### config.mk
export PLATFORM = sky130hd
export DESIGN_NAME = twk_walker
export DESIGN_NICKNAME = d
export VERILOG_FILES = /design/src/rtl/twk_pkg.sv /design/src/rtl/twk_offset.sv /design/src/rtl/twk_mem_port.sv /design/src/rtl/twk_seq.sv /design/src/rtl/twk_walker.sv
export SDC_FILE = /design/constraint.sdc
export NUM_CORES = 1
export LEC_CHECK = 0
export BUFFER_PORTS_ARGS = -buffer_cell sky130_fd_sc_hd__clkbuf_2
export CAP_MARGIN = 20
export CORE_MARGIN = 3
export CORE_UTILIZATION = 38
export DETAILED_ROUTE_END_ITERATION = 10
export PLACE_DENSITY = 0.59
export SLEW_MARGIN = 20
export SYNTH_ARGS = -nofsm -noshare
export SYNTH_HDL_FRONTEND = slang
export SYNTH_SLANG_ARGS = --single-unit
### constraint.sdc
create_clock -name clk -period 6.9 [get_ports clk]
set_input_delay 1.38 -clock clk [delete_from_list [all_inputs] [get_ports clk]]
set_output_delay 1.38 -clock clk [all_outputs]
set_load 0.005 [all_outputs]
### src/rtl/twk_pkg.sv
package twk_pkg;
  typedef enum logic [3:0] {
    S_IDLE, S_CFG, S_SIZE, S_CNT, S_FLO, S_FHI, S_FLEN, S_FRAG, S_STAT, S_LINK
  } twk_state_e;

  localparam logic [15:0] STAT_SENT = 16'h0001;
  localparam logic [15:0] STAT_CRSL = 16'h0080;
  localparam int CFG_PINT_BIT = 15;
  localparam int LINK_EOL_BIT = 0;
endpackage

### src/rtl/twk_offset.sv
module twk_offset #(
  parameter int ADDR_W = 32,
  parameter int CNT_W  = 16
) (
  input  twk_pkg::twk_state_e state,
  input  logic [ADDR_W-1:0]   desc_ptr,
  input  logic                wide,
  input  logic [CNT_W-1:0]    frag_idx,
  input  logic [CNT_W-1:0]    frag_cnt,
  output logic [ADDR_W-1:0]   acc_addr
);
  import twk_pkg::*;
  localparam int OFF_W = CNT_W + 3;

  logic [OFF_W-1:0] idx3, cnt3, word_off;
  logic [OFF_W+1:0] byte_off;

  always_comb begin
    idx3 = (OFF_W'(frag_idx) << 1) + OFF_W'(frag_idx);
    cnt3 = (OFF_W'(frag_cnt) << 1) + OFF_W'(frag_cnt);
    case (state)
      S_CFG:   word_off = OFF_W'(1);
      S_SIZE:  word_off = OFF_W'(2);
      S_CNT:   word_off = OFF_W'(3);
      S_FLO:   word_off = idx3 + OFF_W'(4);
      S_FHI:   word_off = idx3 + OFF_W'(5);
      S_FLEN:  word_off = idx3 + OFF_W'(6);
      S_LINK:  word_off = cnt3 + OFF_W'(4);
      default: word_off = '0;
    endcase
    byte_off = wide ? {word_off, 2'b00} : {1'b0, word_off, 1'b0};
    acc_addr = desc_ptr + ADDR_W'(byte_off);
  end
endmodule

### src/rtl/twk_mem_port.sv
module twk_mem_port #(
  parameter int ADDR_W = 32,
  parameter int DATA_W = 16
) (
  input  logic              clk,
  input  logic              rst,
  input  logic              go,
  input  logic              go_we,
  input  logic [ADDR_W-1:0] go_addr,
  input  logic [DATA_W-1:0] go_wdata,
  output logic              mem_req,
  output logic              mem_we,
  output logic [ADDR_W-1:0] mem_addr,
  output logic [DATA_W-1:0] mem_wdata,
  input  logic              mem_ack,
  input  logic [DATA_W-1:0] mem_rdata,
  output logic              rsp_valid,
  output logic [DATA_W-1:0] rsp_data
);
  always_ff @(posedge clk) begin
    if (rst) begin
      mem_req   <= 1'b0;
      mem_we    <= 1'b0;
      mem_addr  <= '0;
      mem_wdata <= '0;
      rsp_valid <= 1'b0;
      rsp_data  <= '0;
    end else begin
      rsp_valid <= 1'b0;
      if (mem_req && mem_ack) begin
        mem_req   <= 1'b0;
        rsp_valid <= 1'b1;
        rsp_data  <= mem_rdata;
      end else if (go && !mem_req) begin
        mem_req   <= 1'b1;
        mem_we    <= go_we;
        mem_addr  <= go_addr;
        mem_wdata <= go_wdata;
      end
    end
  end
endmodule

### src/rtl/twk_seq.sv
module twk_seq #(
  parameter int ADDR_W = 32,
  parameter int DATA_W = 16,
  parameter int CNT_W  = 16
) (
  input  logic                  clk,
  input  logic                  rst,
  input  logic                  tx_go,
  input  logic [ADDR_W-1:0]     tx_base,
  input  logic                  wide_mode,
  input  logic                  halt_req,
  input  logic [1:0]            loop_mode,
  input  logic                  rsp_valid,
  input  logic [DATA_W-1:0]     rsp_data,
  input  logic                  frag_done,
  output twk_pkg::twk_state_e   state,
  output logic [ADDR_W-1:0]     desc_ptr,
  output logic                  wide_q,
  output logic [CNT_W-1:0]      frag_idx,
  output logic [CNT_W-1:0]      frag_cnt,
  output logic                  go,
  output logic                  go_we,
  output logic [DATA_W-1:0]     go_wdata,
  output logic                  frag_req,
  output logic [2*DATA_W-1:0]   frag_addr,
  output logic [DATA_W-1:0]     frag_len,
  output logic                  frag_loop,
  output logic                  tx_pend,
  output logic                  txdn_flag,
  output logic                  pint_flag,
  output logic [DATA_W-1:0]     pkt_size
);
  import twk_pkg::*;

  logic              issued;
  logic [DATA_W-1:0] lo_q, hi_q;
  logic [CNT_W-1:0]  idx_nx;
  logic              is_access;

  always_comb begin
    case (state)
      S_CFG, S_SIZE, S_CNT, S_FLO, S_FHI, S_FLEN, S_STAT, S_LINK: is_access = 1'b1;
      default: is_access = 1'b0;
    endcase
    go       = is_access && !issued;
    go_we    = (state == S_STAT);
    go_wdata = STAT_SENT | (frag_loop ? STAT_CRSL : 16'h0000);
    idx_nx   = frag_idx + CNT_W'(1);
  end

  always_ff @(posedge clk) begin
    if (rst) begin
      state     <= S_IDLE;
      desc_ptr  <= '0;
      wide_q    <= 1'b0;
      frag_idx  <= '0;
      frag_cnt  <= '0;
      issued    <= 1'b0;
      lo_q      <= '0;
      hi_q      <= '0;
      frag_req  <= 1'b0;
      frag_addr <= '0;
      frag_len  <= '0;
      frag_loop <= 1'b0;
      tx_pend   <= 1'b0;
      txdn_flag <= 1'b0;
      pint_flag <= 1'b0;
      pkt_size  <= '0;
    end else begin
      if (go) issued <= 1'b1;
      if (rsp_valid) issued <= 1'b0;
      case (state)
        S_IDLE: if (tx_go) begin
          desc_ptr  <= tx_base;
          wide_q    <= wide_mode;
          tx_pend   <= 1'b1;
          txdn_flag <= 1'b0;
          state     <= S_CFG;
        end
        S_CFG: if (rsp_valid) begin
          pint_flag <= rsp_data[CFG_PINT_BIT];
          frag_loop <= |loop_mode;
          state     <= S_SIZE;
        end
        S_SIZE: if (rsp_valid) begin
          pkt_size <= rsp_data;
          state    <= S_CNT;
        end
        S_CNT: if (rsp_valid) begin
          frag_cnt <= CNT_W'(rsp_data);
          frag_idx <= '0;
          state    <= (rsp_data == '0) ? S_STAT : S_FLO;
        end
        S_FLO: if (rsp_valid) begin
          lo_q  <= rsp_data;
          state <= S_FHI;
        end
        S_FHI: if (rsp_valid) begin
          hi_q  <= rsp_data;
          state <= S_FLEN;
        end
        S_FLEN: if (rsp_valid) begin
          frag_addr <= {hi_q, lo_q};
          frag_len  <= rsp_data;
          frag_req  <= 1'b1;
          state     <= S_FRAG;
        end
        S_FRAG: if (frag_done) begin
          frag_req <= 1'b0;
          frag_idx <= idx_nx;
          state    <= (idx_nx == frag_cnt) ? S_STAT : S_FLO;
        end
        S_STAT: if (rsp_valid) begin
          if (halt_req) begin
            tx_pend   <= 1'b0;
            txdn_flag <= 1'b1;
            state     <= S_IDLE;
          end else begin
            state <= S_LINK;
          end
        end
        S_LINK: if (rsp_valid) begin
          desc_ptr <= {desc_ptr[ADDR_W-1:DATA_W], rsp_data[DATA_W-1:1], 1'b0};
          if (rsp_data[LINK_EOL_BIT]) begin
            tx_pend   <= 1'b0;
            txdn_flag <= 1'b1;
            state     <= S_IDLE;
          end else begin
            state <= S_CFG;
          end
        end
        default: state <= S_IDLE;
      endcase
    end
  end
endmodule

### src/rtl/twk_walker.sv
module twk_walker #(
  parameter int ADDR_W = 32,
  parameter int DATA_W = 16,
  parameter int CNT_W  = 16
) (
  input  logic                clk,
  input  logic                rst,
  input  logic                tx_go,
  input  logic [ADDR_W-1:0]   tx_base,
  input  logic                wide_mode,
  input  logic                halt_req,
  input  logic [1:0]          loop_mode,
  output logic                mem_req,
  output logic                mem_we,
  output logic [ADDR_W-1:0]   mem_addr,
  output logic [DATA_W-1:0]   mem_wdata,
  input  logic                mem_ack,
  input  logic [DATA_W-1:0]   mem_rdata,
  output logic                frag_req,
  output logic [2*DATA_W-1:0] frag_addr,
  output logic [DATA_W-1:0]   frag_len,
  output logic                frag_loop,
  input  logic                frag_done,
  output logic                tx_pend,
  output logic                txdn_flag,
  output logic                pint_flag,
  output logic [ADDR_W-1:0]   cur_desc,
  output logic [DATA_W-1:0]   pkt_size
);
  import twk_pkg::*;

  twk_state_e        state;
  logic [ADDR_W-1:0] desc_ptr, acc_addr;
  logic              wide_q, go, go_we, rsp_valid;
  logic [CNT_W-1:0]  frag_idx, frag_cnt;
  logic [DATA_W-1:0] go_wdata, rsp_data;

  assign cur_desc = desc_ptr;

  twk_seq #(.ADDR_W(ADDR_W), .DATA_W(DATA_W), .CNT_W(CNT_W)) u_seq (
    .clk(clk), .rst(rst), .tx_go(tx_go), .tx_base(tx_base),
    .wide_mode(wide_mode), .halt_req(halt_req), .loop_mode(loop_mode),
    .rsp_valid(rsp_valid), .rsp_data(rsp_data), .frag_done(frag_done),
    .state(state), .desc_ptr(desc_ptr), .wide_q(wide_q),
    .frag_idx(frag_idx), .frag_cnt(frag_cnt),
    .go(go), .go_we(go_we), .go_wdata(go_wdata),
    .frag_req(frag_req), .frag_addr(frag_addr), .frag_len(frag_len),
    .frag_loop(frag_loop), .tx_pend(tx_pend), .txdn_flag(txdn_flag),
    .pint_flag(pint_flag), .pkt_size(pkt_size)
  );

  twk_offset #(.ADDR_W(ADDR_W), .CNT_W(CNT_W)) u_off (
    .state(state), .desc_ptr(desc_ptr), .wide(wide_q),
    .frag_idx(frag_idx), .frag_cnt(frag_cnt), .acc_addr(acc_addr)
  );

  twk_mem_port #(.ADDR_W(ADDR_W), .DATA_W(DATA_W)) u_mem (
    .clk(clk), .rst(rst), .go(go), .go_we(go_we), .go_addr(acc_addr),
    .go_wdata(go_wdata), .mem_req(mem_req), .mem_we(mem_we),
    .mem_addr(mem_addr), .mem_wdata(mem_wdata), .mem_ack(mem_ack),
    .mem_rdata(mem_rdata), .rsp_valid(rsp_valid), .rsp_data(rsp_data)
  );
endmodule

* After elaboration in Yosys (flattened, before gate mapping)
Memory sizes are Yosys's and may differ from the RTL's. A register that Yosys moved wholly into a read port is not among the register bits.
Index checks and enable logic that the tools add are counted.
** Operators by class
- Add/subtract/negate cells :: 8
- Equal/unequal tests :: 22
- Multiplexer cells :: 42
- Bitwise logic cells :: 2
- Reduce and logical (&&, ||, !) cells :: 28
** Operator list (count)
- $pmux W19 S7 :: 1
- $add A19 B3 Y19 const B :: 4
- $pmux W32 S2 :: 1
- $mux W4 :: 15
- $mux W16 :: 3
- $pmux W4 S10 :: 1
- $add A17 B16 Y18 :: 2
- $add A32 B21 Y32 :: 1
- $mux W32 :: 1
- $pmux W16 S2 :: 1
- $mux W21 :: 1
- $add A16 B1 Y16 const B :: 1
- $eq A16 B16 Y1 :: 1
- $eq A4 B3 Y1 const B :: 4
- $logic_not A16 Y1 :: 1
- $ne A2 B1 Y1 const B :: 8
- $reduce_and A2 Y1 :: 8
- $mux W1 :: 14
- $reduce_and A3 Y1 :: 4
- $reduce_and A10 Y1 :: 1
- $eq A4 B2 Y1 const B :: 2
- $eq A4 B4 Y1 const B :: 2
- $mux W8 :: 1
- $ne A2 B2 Y1 const B :: 4
- 11 further kinds :: 20
** Word-level totals
- Register bits :: 238
- Memory bits (read-only) :: 16
- Input bits :: 57
- Output and inout bits :: 151
- Logic and storage cells :: 126
- Memories :: 1
** Memories
- (no name shown) :: depth 16, width 1, rd ports 1, clocked after Yosys merged registers in 1, wr ports 0, line twk_seq.sv:41 : case (state)

* Longest topological paths before layout
Gate-level depths: netlist of the first run.
- Word-level depth :: 7
- Depth in mapped cells :: 28
- Gate-level depth less buffers :: 24

* Cells and area by module
A second synthesis of the first run with hierarchy kept.
** Unflattened totals
- Cell total of the unflattened synthesis :: 1837
- Area total of the unflattened synthesis :: 14769.2 µm²
** Modules (own cells, without submodules)
- twk_seq :: times used 1, cells an instance 914, area each 7206.9 µm², sequential area each 3443.3 µm²
- twk_offset :: times used 1, cells an instance 621, area each 4514.3 µm², sequential area each 0.0 µm²
- twk_mem_port :: times used 1, cells an instance 302, area each 3047.9 µm², sequential area each 1341.3 µm²

* Worst setup path before layout of the first run
No wires, ideal clock.
- Kind :: reg2reg
- Start point :: register u_seq.frag_idx[0]
- End point :: register u_mem.mem_addr[28]
- Library setup time :: 0.086 ns
- Data arrival time :: 5.042 ns
- Data required time :: 6.814 ns
- Slack :: 1.772 ns
- Stages on the path, launching flop included :: 24
- Buffers on the path :: 0
- Period minus slack after synthesis :: 5.128 ns
- Cell sequence :: dfxtp_1 ha_1 fa_1 a21o_1 a221oi_4 xor2_2 nor2_1 a21oi_1 nor2_1 xnor2_1 a222oi_1 nand2_1 o21a_1 ha_1 o21ai_0 nand2b_1 a21boi_1 a41oi_1 o211a_1 or3_1 a21oi_1 o21ai_0 xor2_1 a211oi_1
** On the way
- Word-level cells in the longest chain between the ends :: 5
- Elaborated cells between the ends (all ways) :: 7
- Classes of those cells :: add/sub: 5; mux: 2
** RTL lines
- from (decl) :: line twk_seq.sv:19 : output logic [CNT_W-1:0] frag_idx,
- from (signal assigned) :: line twk_seq.sv:110 : frag_idx <= idx_nx;
- $add A17 B16 Y18 * :: line twk_offset.sv:19 : idx3 = (OFF_W'(frag_idx) << 1) + OFF_W'(frag_idx);
- $add A19 B3 Y19 (on tied branches) :: line twk_offset.sv:27, twk_offset.sv:25, twk_offset.sv:26
- $pmux W19 S7 * :: line twk_offset.sv:21 : case (state)
- $mux W21 * :: line twk_offset.sv:31 : byte_off = wide ? {word_off, 2'b00} : {1'b0, word_off, 1'b0};
- $add A32 B21 Y32 * :: line twk_offset.sv:32 : acc_addr = desc_ptr + ADDR_W'(byte_off);
- to (signal assigned) :: line twk_mem_port.sv:37 : mem_addr <= go_addr;
- to (decl) :: line twk_mem_port.sv:13 : output logic [ADDR_W-1:0] mem_addr,
Every way passes the cells marked *; elsewhere a longest branch is shown, timed or not.
A chain may end at the register's enable or synchronous reset.

* Worst setup path in the final report of the first run
- Start point :: register u_seq.frag_idx[0]
- End point :: register u_mem.mem_addr[25]
Same word-level chain as after synthesis.

==> results.sh, run 1 <==
export IMPL_dieArea_mm2=0.03818
export IMPL_yosys_warnings=0
export IMPL_syn_to_final_growth_pct=13.78
export IMPL_synthTopCellsByArea="dfxtp_1, nand2_1, a21oi_1"
export IMPL_start_util_pct=38.98
export IMPL_ys_seq_area_share_pct=33.05
export IMPL_ir_drop_v=0.0002296
export IMPL_final_nets=2018
export IMPL_fmax_ghz=0.1610
export IMPL_min_period_over_period_pct=90.00
export IMPL_viasPerCell=5.512
export IMPL_drt_pass1_iter_count=5
export IMPL_gp_congestion=0.8805
export IMPL_grt_first_pass_wirelength_um=68150
export IMPL_final_common_cell="nand2_1"
export IMPL_clkLatencyLatePin_ns=0.56
export IMPL_ios=208
export IMPL_cts_sinks=225
export IMPL_drc=0
export IMPL_finalCoreUtilization_pct=44.35
export IMPL_grt_pass1_vias=12340
export IMPL_worstPathArrival_ns=6.68
export IMPL_port_buffers=193
export IMPL_min_path_type="reg2reg"
export IMPL_endpoint_kind="register"
export IMPL_clkTransAtPathRegs_ns=0.06
export IMPL_tightest_slew_ns=1.025
export IMPL_cp_max_fo=16
export IMPL_synth_avg_cell_area_um2=7.597
export IMPL_drive_above_1_share_pct=15.47
export IMPL_cts_setup_buffers=0
export IMPL_ctsHoldBuffers=0
export IMPL_drt_iter0_markers=793
export IMPL_layout_common_cells="nand2_1, a21oi_1, dfxtp_1, clkbuf_2, nor2_1"
export IMPL_start_kind="register"
export IMPL_cap_violations=0
export IMPL_synth_top_area_cell="dfxtp_1"
export IMPL_synth_top_area_share_pct=33.05
export IMPL_cts_tree="yes"
export IMPL_cts_resized=0
export IMPL_layout_cells_non_filler=2377
export IMPL_cts_htree_levels=1
export IMPL_cp_required_ns=7.37
export IMPL_reg2reg_setup_slack_ns=0.69
export IMPL_leakagePower_uw=0.006232
export IMPL_period_minus_slack_ns=6.210
export IMPL_detail_route_antenna_nets=0
export IMPL_tns_ns=0
export IMPL_async_flop_share_pct=0
export IMPL_gr_total_overflow=0
export IMPL_p_per_area_mw_per_mm2=242.1
export IMPL_die_y_um=195.4
export IMPL_relSlewSlack_pct=31.53
export IMPL_die_w_um=195.4
export IMPL_antenna_found_initial=3
export IMPL_dp_cells=2329
export IMPL_synth_ff_type="dfxtp_1"
export IMPL_crit_type="reg2reg"
export IMPL_syn_area_mm2=0.01363
export IMPL_ys_ff_latch=225
export IMPL_outcome="completed"
export IMPL_grt_max_degree=122
export IMPL_fp_row_count=68
export IMPL_grt_usage_pct=21.83
export IMPL_post_drt_wl_per_cell_um=18.35
export IMPL_synthCells=1794
export IMPL_root_buffer="clkbuf_16"
export IMPL_ys_types=92
export IMPL_numCtsBuffers=25
export IMPL_vias=13100
export IMPL_rsz0062_at_grt="false"
export IMPL_timing_hold_violations_final=0
export IMPL_setup_viol=0
export IMPL_cts_buffer_depth=3
export IMPL_finalMaxSlewViolations=0
export IMPL_synth_edf_count=0
export IMPL_dp_hpwl_um=31790
export IMPL_drt_total_wl_um=43630
export IMPL_finalClockSkew_ns=0.01910
export IMPL_core_area_mm2=0.03497
-- logic make-up (layout without fill, tap and decap cells) --
family                     count (synthesis)  in the layout  synth area share (%)
AOI/OAI and AO/OA                        511            511                 23.89
xor gates and xnor gates                  87             87                 5.912
adders and majority gates                 60             60                 5.673
buffers and inverters                    167            280                 5.903
DFF                                      225            225                 33.05
muxes                                     17             17                 1.294
other                                      1             16               0.02751
and+or+nand+nor                          726            726                 24.25
-- power by group --
part,internal (uW),switching (uW),leakage (uW)
combinational,302,459,0.00399
clock,838,569,0.000422
sequential,1420,169,0.00182
-- path summary, 6_finish.rpt --
path | cells past startpoint | from | endpoint
worst max-delay path | 21 | u_seq.frag_idx[0] | u_mem.mem_addr[25]
worst min-delay path | 2 | u_mem.mem_addr[13] | u_mem.mem_addr[13]
worst max register to register | 21 | u_seq.frag_idx[0] | u_mem.mem_addr[25]
worst min register to register | 2 | u_mem.mem_addr[13] | u_mem.mem_addr[13]
-- stage by stage --
| stage | setup slack [ns] | cell area (um2) | total power, uW | hold WS, ns |
|---|---|---|---|---|
| global placement | 0.9657 | 14630 | 2358 | 0.4401 |
| global route | 0.03915 | 15500 | 3939 | 0.4706 |
| floorplan | 1.772 | 13680 | 2065 | 0.4321 |
| finish | 0.6903 | 15510 | 3754 | 0.4490 |
| detailed placement | 0.7560 | 14640 | 2374 | 0.4454 |
| CTS | 0.7733 | 15500 | 3790 | 0.4528 |
-- state kept, by name, indices dropped and copies added, names as in the netlist --
name and count:
u_mem.mem_addr 32, u_seq.desc_ptr 32, u_seq.frag_addr 32, u_mem.rsp_data 16
u_seq.frag_cnt 16, u_seq.frag_idx 16, u_seq.frag_len 16, u_seq.hi_q 16
u_seq.lo_q 16, u_seq.pkt_size 16, u_seq.state 4, u_mem.mem_wdata 2
u_mem.mem_req 1, u_mem.mem_we 1, u_mem.rsp_valid 1, u_seq.frag_loop 1
u_seq.frag_req 1, u_seq.is_access 1, u_seq.issued 1, u_seq.pint_flag 1
u_seq.tx_pend 1, u_seq.txdn_flag 1, u_seq.wide_q 1
-- cells in the mapped netlist, types with 13 or more instances --
master      n
xor2_1     26
a311oi_1   19
nand4_1    19
buf_4      23
o21ai_0    59
a21oi_1   241
ha_1       57
o21ai_1    13
dfxtp_1   225
a31oi_1    16
nor3_1     27
a211oi_1   19
a22o_1     18
nand3_1    37
xnor2_1    56
clkbuf_1   94
inv_1      25
or3_1      15
nor2b_1    18
a21o_1     20
nor2_1    124
nand2_1   397
-- area by class of cell --
| class | count | area, um2 |
|---|---|---|
| inverter | 26 | 97.59 |
| clock buffer | 35 | 713.2 |
| multi-input combinational | 1415 | 8383 |
| antenna | 2 | 5.005 |
| fill | 3624 | 19460 |
| sequential | 225 | 4504 |
| tap | 455 | 569.3 |
| timing repair buffer | 208 | 1085 |
| clock inverter | 11 | 150.1 |
-- routing by layer --
metal,global-route usage (%),share of wire [%]
met1,29.73,45
met2,35.00,45
met3,5.021,6.7
met4,5.625,2.6
met5,0,0.053
-- critical path, cell delays in order, from the launching register on --
cell and delay (ns):
dfxtp_1 0.65, ha_1 0.51, fa_1 0.36, a211oi_1 0.12, o211ai_1 0.20, a31oi_1 0.12
xnor2_1 0.46, nor2b_1 0.53, a21oi_1 0.14, nor2_1 0.15, o21ai_0 0.12, a221o_1 0.31
mux2_2 0.27, ha_1 0.36, o21a_1 0.14, o21ai_0 0.07, o21bai_1 0.24, nand4_1 0.16
a21oi_1 0.59, a31oi_1 0.21, xor2_1 0.18, a211oi_1 0.23
Note: power is estimated with default switching activity, not from simulation.
==> run 2: changes to the inputs <==
--- a/config.mk
+++ b/config.mk
@@ -8,10 +8,9 @@
 export BUFFER_PORTS_ARGS = -buffer_cell sky130_fd_sc_hd__clkbuf_2
 export CAP_MARGIN = 20
 export CORE_MARGIN = 3
-export CORE_UTILIZATION = 38
+export CORE_UTILIZATION = 57
 export DETAILED_ROUTE_END_ITERATION = 10
-export PLACE_DENSITY = 0.59
-export SLEW_MARGIN = 20
+export PLACE_DENSITY = 0.82
 export SYNTH_ARGS = -nofsm -noshare
 export SYNTH_HDL_FRONTEND = slang
 export SYNTH_SLANG_ARGS = --single-unit
==> run 2 against run 1 <==
Critical path depth did not move. Maximum frequency rose by 0.63%. Worst setup slack improved by 0.039 ns. Largest cell class unchanged.
==> results.sh, run 2 (synthesis results as in run 1) <==
export IMPL_viasPerCell=6.083
export IMPL_tns_ns=0
export IMPL_grt_usage_pct=30.25
export IMPL_antenna_found_initial=3
export IMPL_period_minus_slack_ns=6.171
export IMPL_post_drt_wl_per_cell_um=18.30
export IMPL_die_w_um=160.6
export IMPL_seq_power_share_pct=43.2
export IMPL_ctsHoldBuffers=0
export IMPL_swShare_pct=31.72
export IMPL_dpl_instance_area_mm2=0.01441
export IMPL_crit_type="reg2reg"
export IMPL_fin_area_mm2=0.01528
export IMPL_tightest_slew_ns=1.069
export IMPL_outcome="completed"
export IMPL_n_antenna_cell=0
export IMPL_cts_buffer_depth=3
export IMPL_drive_above_1_share_pct=15.14
export IMPL_p_per_area_mw_per_mm2=242.6
export IMPL_die_y_um=160.6
export IMPL_crit_path_end="u_mem.mem_addr[25]"
export IMPL_drc=0
export IMPL_drt_iter0_markers=1245
export IMPL_layout_common_cells="nand2_1, a21oi_1, dfxtp_1, clkbuf_2, nor2_1"
export IMPL_grt_first_pass_wirelength_um=65120
export IMPL_cts_setup_buffers=0
export IMPL_ios=208
export IMPL_cp_max_fo=16
export IMPL_rr_startpoint="u_seq.frag_idx[0]"
export IMPL_relSlewSlack_pct=28.74
export IMPL_fp_row_count=55
export IMPL_holdPathStages=2
export IMPL_start_util_pct=59.12
export IMPL_drt_total_wl_um=40770
export IMPL_dp_cells=2181
export IMPL_cp_required_ns=7.34
export IMPL_start_kind="register"
export IMPL_dieArea_mm2=0.02580
export IMPL_cts_resized=0
export IMPL_setup_viol=0
export IMPL_layout_cells_non_filler=2228
export IMPL_finalClockSkew_ns=0.02179
export IMPL_setup_ws_ns=0.7292
export IMPL_intPower_uw=2532
export IMPL_r2r_end="u_mem.mem_addr[25]"
export IMPL_rsz0062_at_grt="false"
export IMPL_power_frac_comb_pct=20.2
export IMPL_final_common_cell="nand2_1"
export IMPL_worstPathArrival_ns=6.61
export IMPL_endpoint_kind="register"
export IMPL_final_nets=2014
export IMPL_gp_congestion=0.9395
export IMPL_cap_violations=0
export IMPL_finalCoreUtilization_pct=66.30
export IMPL_dp_hpwl_um=29040
export IMPL_finalMaxSlewViolations=0
export IMPL_port_buffers=193
export IMPL_grt_pass1_vias=12530
export IMPL_cts_tree="yes"
export IMPL_gr_total_overflow=0
export IMPL_leakagePower_uw=0.006206
export IMPL_rr_worst_depth=21
export IMPL_place_ws_ns=0.8723
export IMPL_reg_top3="u_mem.mem_addr (32), u_seq.desc_ptr (32), u_seq.frag_addr (32)"
export IMPL_vias=13550
export IMPL_min_path_type="reg2reg"
export IMPL_numCtsBuffers=24
export IMPL_core_area_mm2=0.02305
export IMPL_fmax_ghz=0.1621
export IMPL_cts_htree_levels=1
export IMPL_root_buffer="clkbuf_16"
export IMPL_grt_max_degree=108
export IMPL_detail_route_antenna_nets=0
export IMPL_power_frac_clock_pct=36.6
export IMPL_min_period_over_period_pct=89.43
export IMPL_reg2reg_setup_slack_ns=0.73
export IMPL_ir_drop_v=0.0002472
export IMPL_clkTransAtPathRegs_ns=0.07
export IMPL_cts_sinks=225
export IMPL_switchingPower_uw=1176
export IMPL_timing_hold_violations_final=0
export IMPL_drt_pass1_iter_count=6
export IMPL_crit_start="u_seq.frag_idx[0]"
export IMPL_syn_to_final_growth_pct=12.14
export IMPL_clkLatencyLatePin_ns=0.54
==> run 2: metal layers <==
layer	part of all wire (%)	track usage [%]
met1	42	40.63
met2	46	48.79
met3	8.5	5.365
met4	3.9	11.28
met5	0.11	0
==> run 2: worst min-delay path by stage <==
| stage | startpoint | to | slack (ns) |
|---|---|---|---|
| after floorplan | u_seq.lo_q[0] | u_seq.frag_addr[0] | 0.43 |
| after global placement | u_seq.hi_q[2] | u_seq.frag_addr[18] | 0.44 |
| after detailed placement | u_seq.hi_q[8] | u_seq.frag_addr[24] | 0.44 |
| after CTS | u_mem.mem_addr[18] | u_mem.mem_addr[18] | 0.45 |
| after global routing | u_seq.hi_q[8] | u_seq.frag_addr[24] | 0.47 |
| final | u_mem.mem_addr[18] | u_mem.mem_addr[18] | 0.45 |
==> run 2: power by group through the flow <==
| stage | registers, uW | logic (uW) | clock network [uW] |
|---|---|---|---|
| floorplan | 1530 | 539 | 0 |
| global placement | 1620 | 708 | 0 |
| detailed placement | 1620 | 731 | 0 |
| CTS | 1590 | 736 | 1360 |
| global route | 1610 | 830 | 1420 |
| finish | 1600 | 748 | 1360 |
==> run 2: per-stage QoR <==
stage | hold WS [ns] | power (uW)
global placement | 0.4373 | 2323
CTS | 0.4525 | 3693
floorplan | 0.4321 | 2065
detailed placement | 0.4432 | 2352
finish | 0.4495 | 3708
global route | 0.4659 | 3864
==> run 2: area by class of cell <==
| type | instances | area [um2] |
|---|---|---|
| fillers | 1946 | 7770 |
| clock buffers | 35 | 691.9 |
| multi-input cells | 1415 | 8381 |
| clock inverters | 9 | 147.6 |
| well taps | 313 | 391.6 |
| flip-flops and latches | 225 | 4504 |
| repair buffers | 205 | 1070 |
| inverters | 26 | 97.59 |
==> run 2: critical path, cell delays in order, from the launching register on <==
cell and delay, ns:
dfxtp_1 0.64, ha_1 0.48, fa_1 0.35, a211oi_1 0.12, o211ai_1 0.20, a31oi_1 0.12, xnor2_1 0.44, nor2b_1 0.51
a21oi_1 0.14, nor2_1 0.17, o21ai_0 0.14, a221o_1 0.31, mux2_2 0.27, ha_1 0.36, o21a_1 0.14, o21ai_0 0.07
o21bai_1 0.24, nand4_1 0.16, a21oi_1 0.57, a31oi_1 0.21, xor2_1 0.19, a211oi_1 0.22
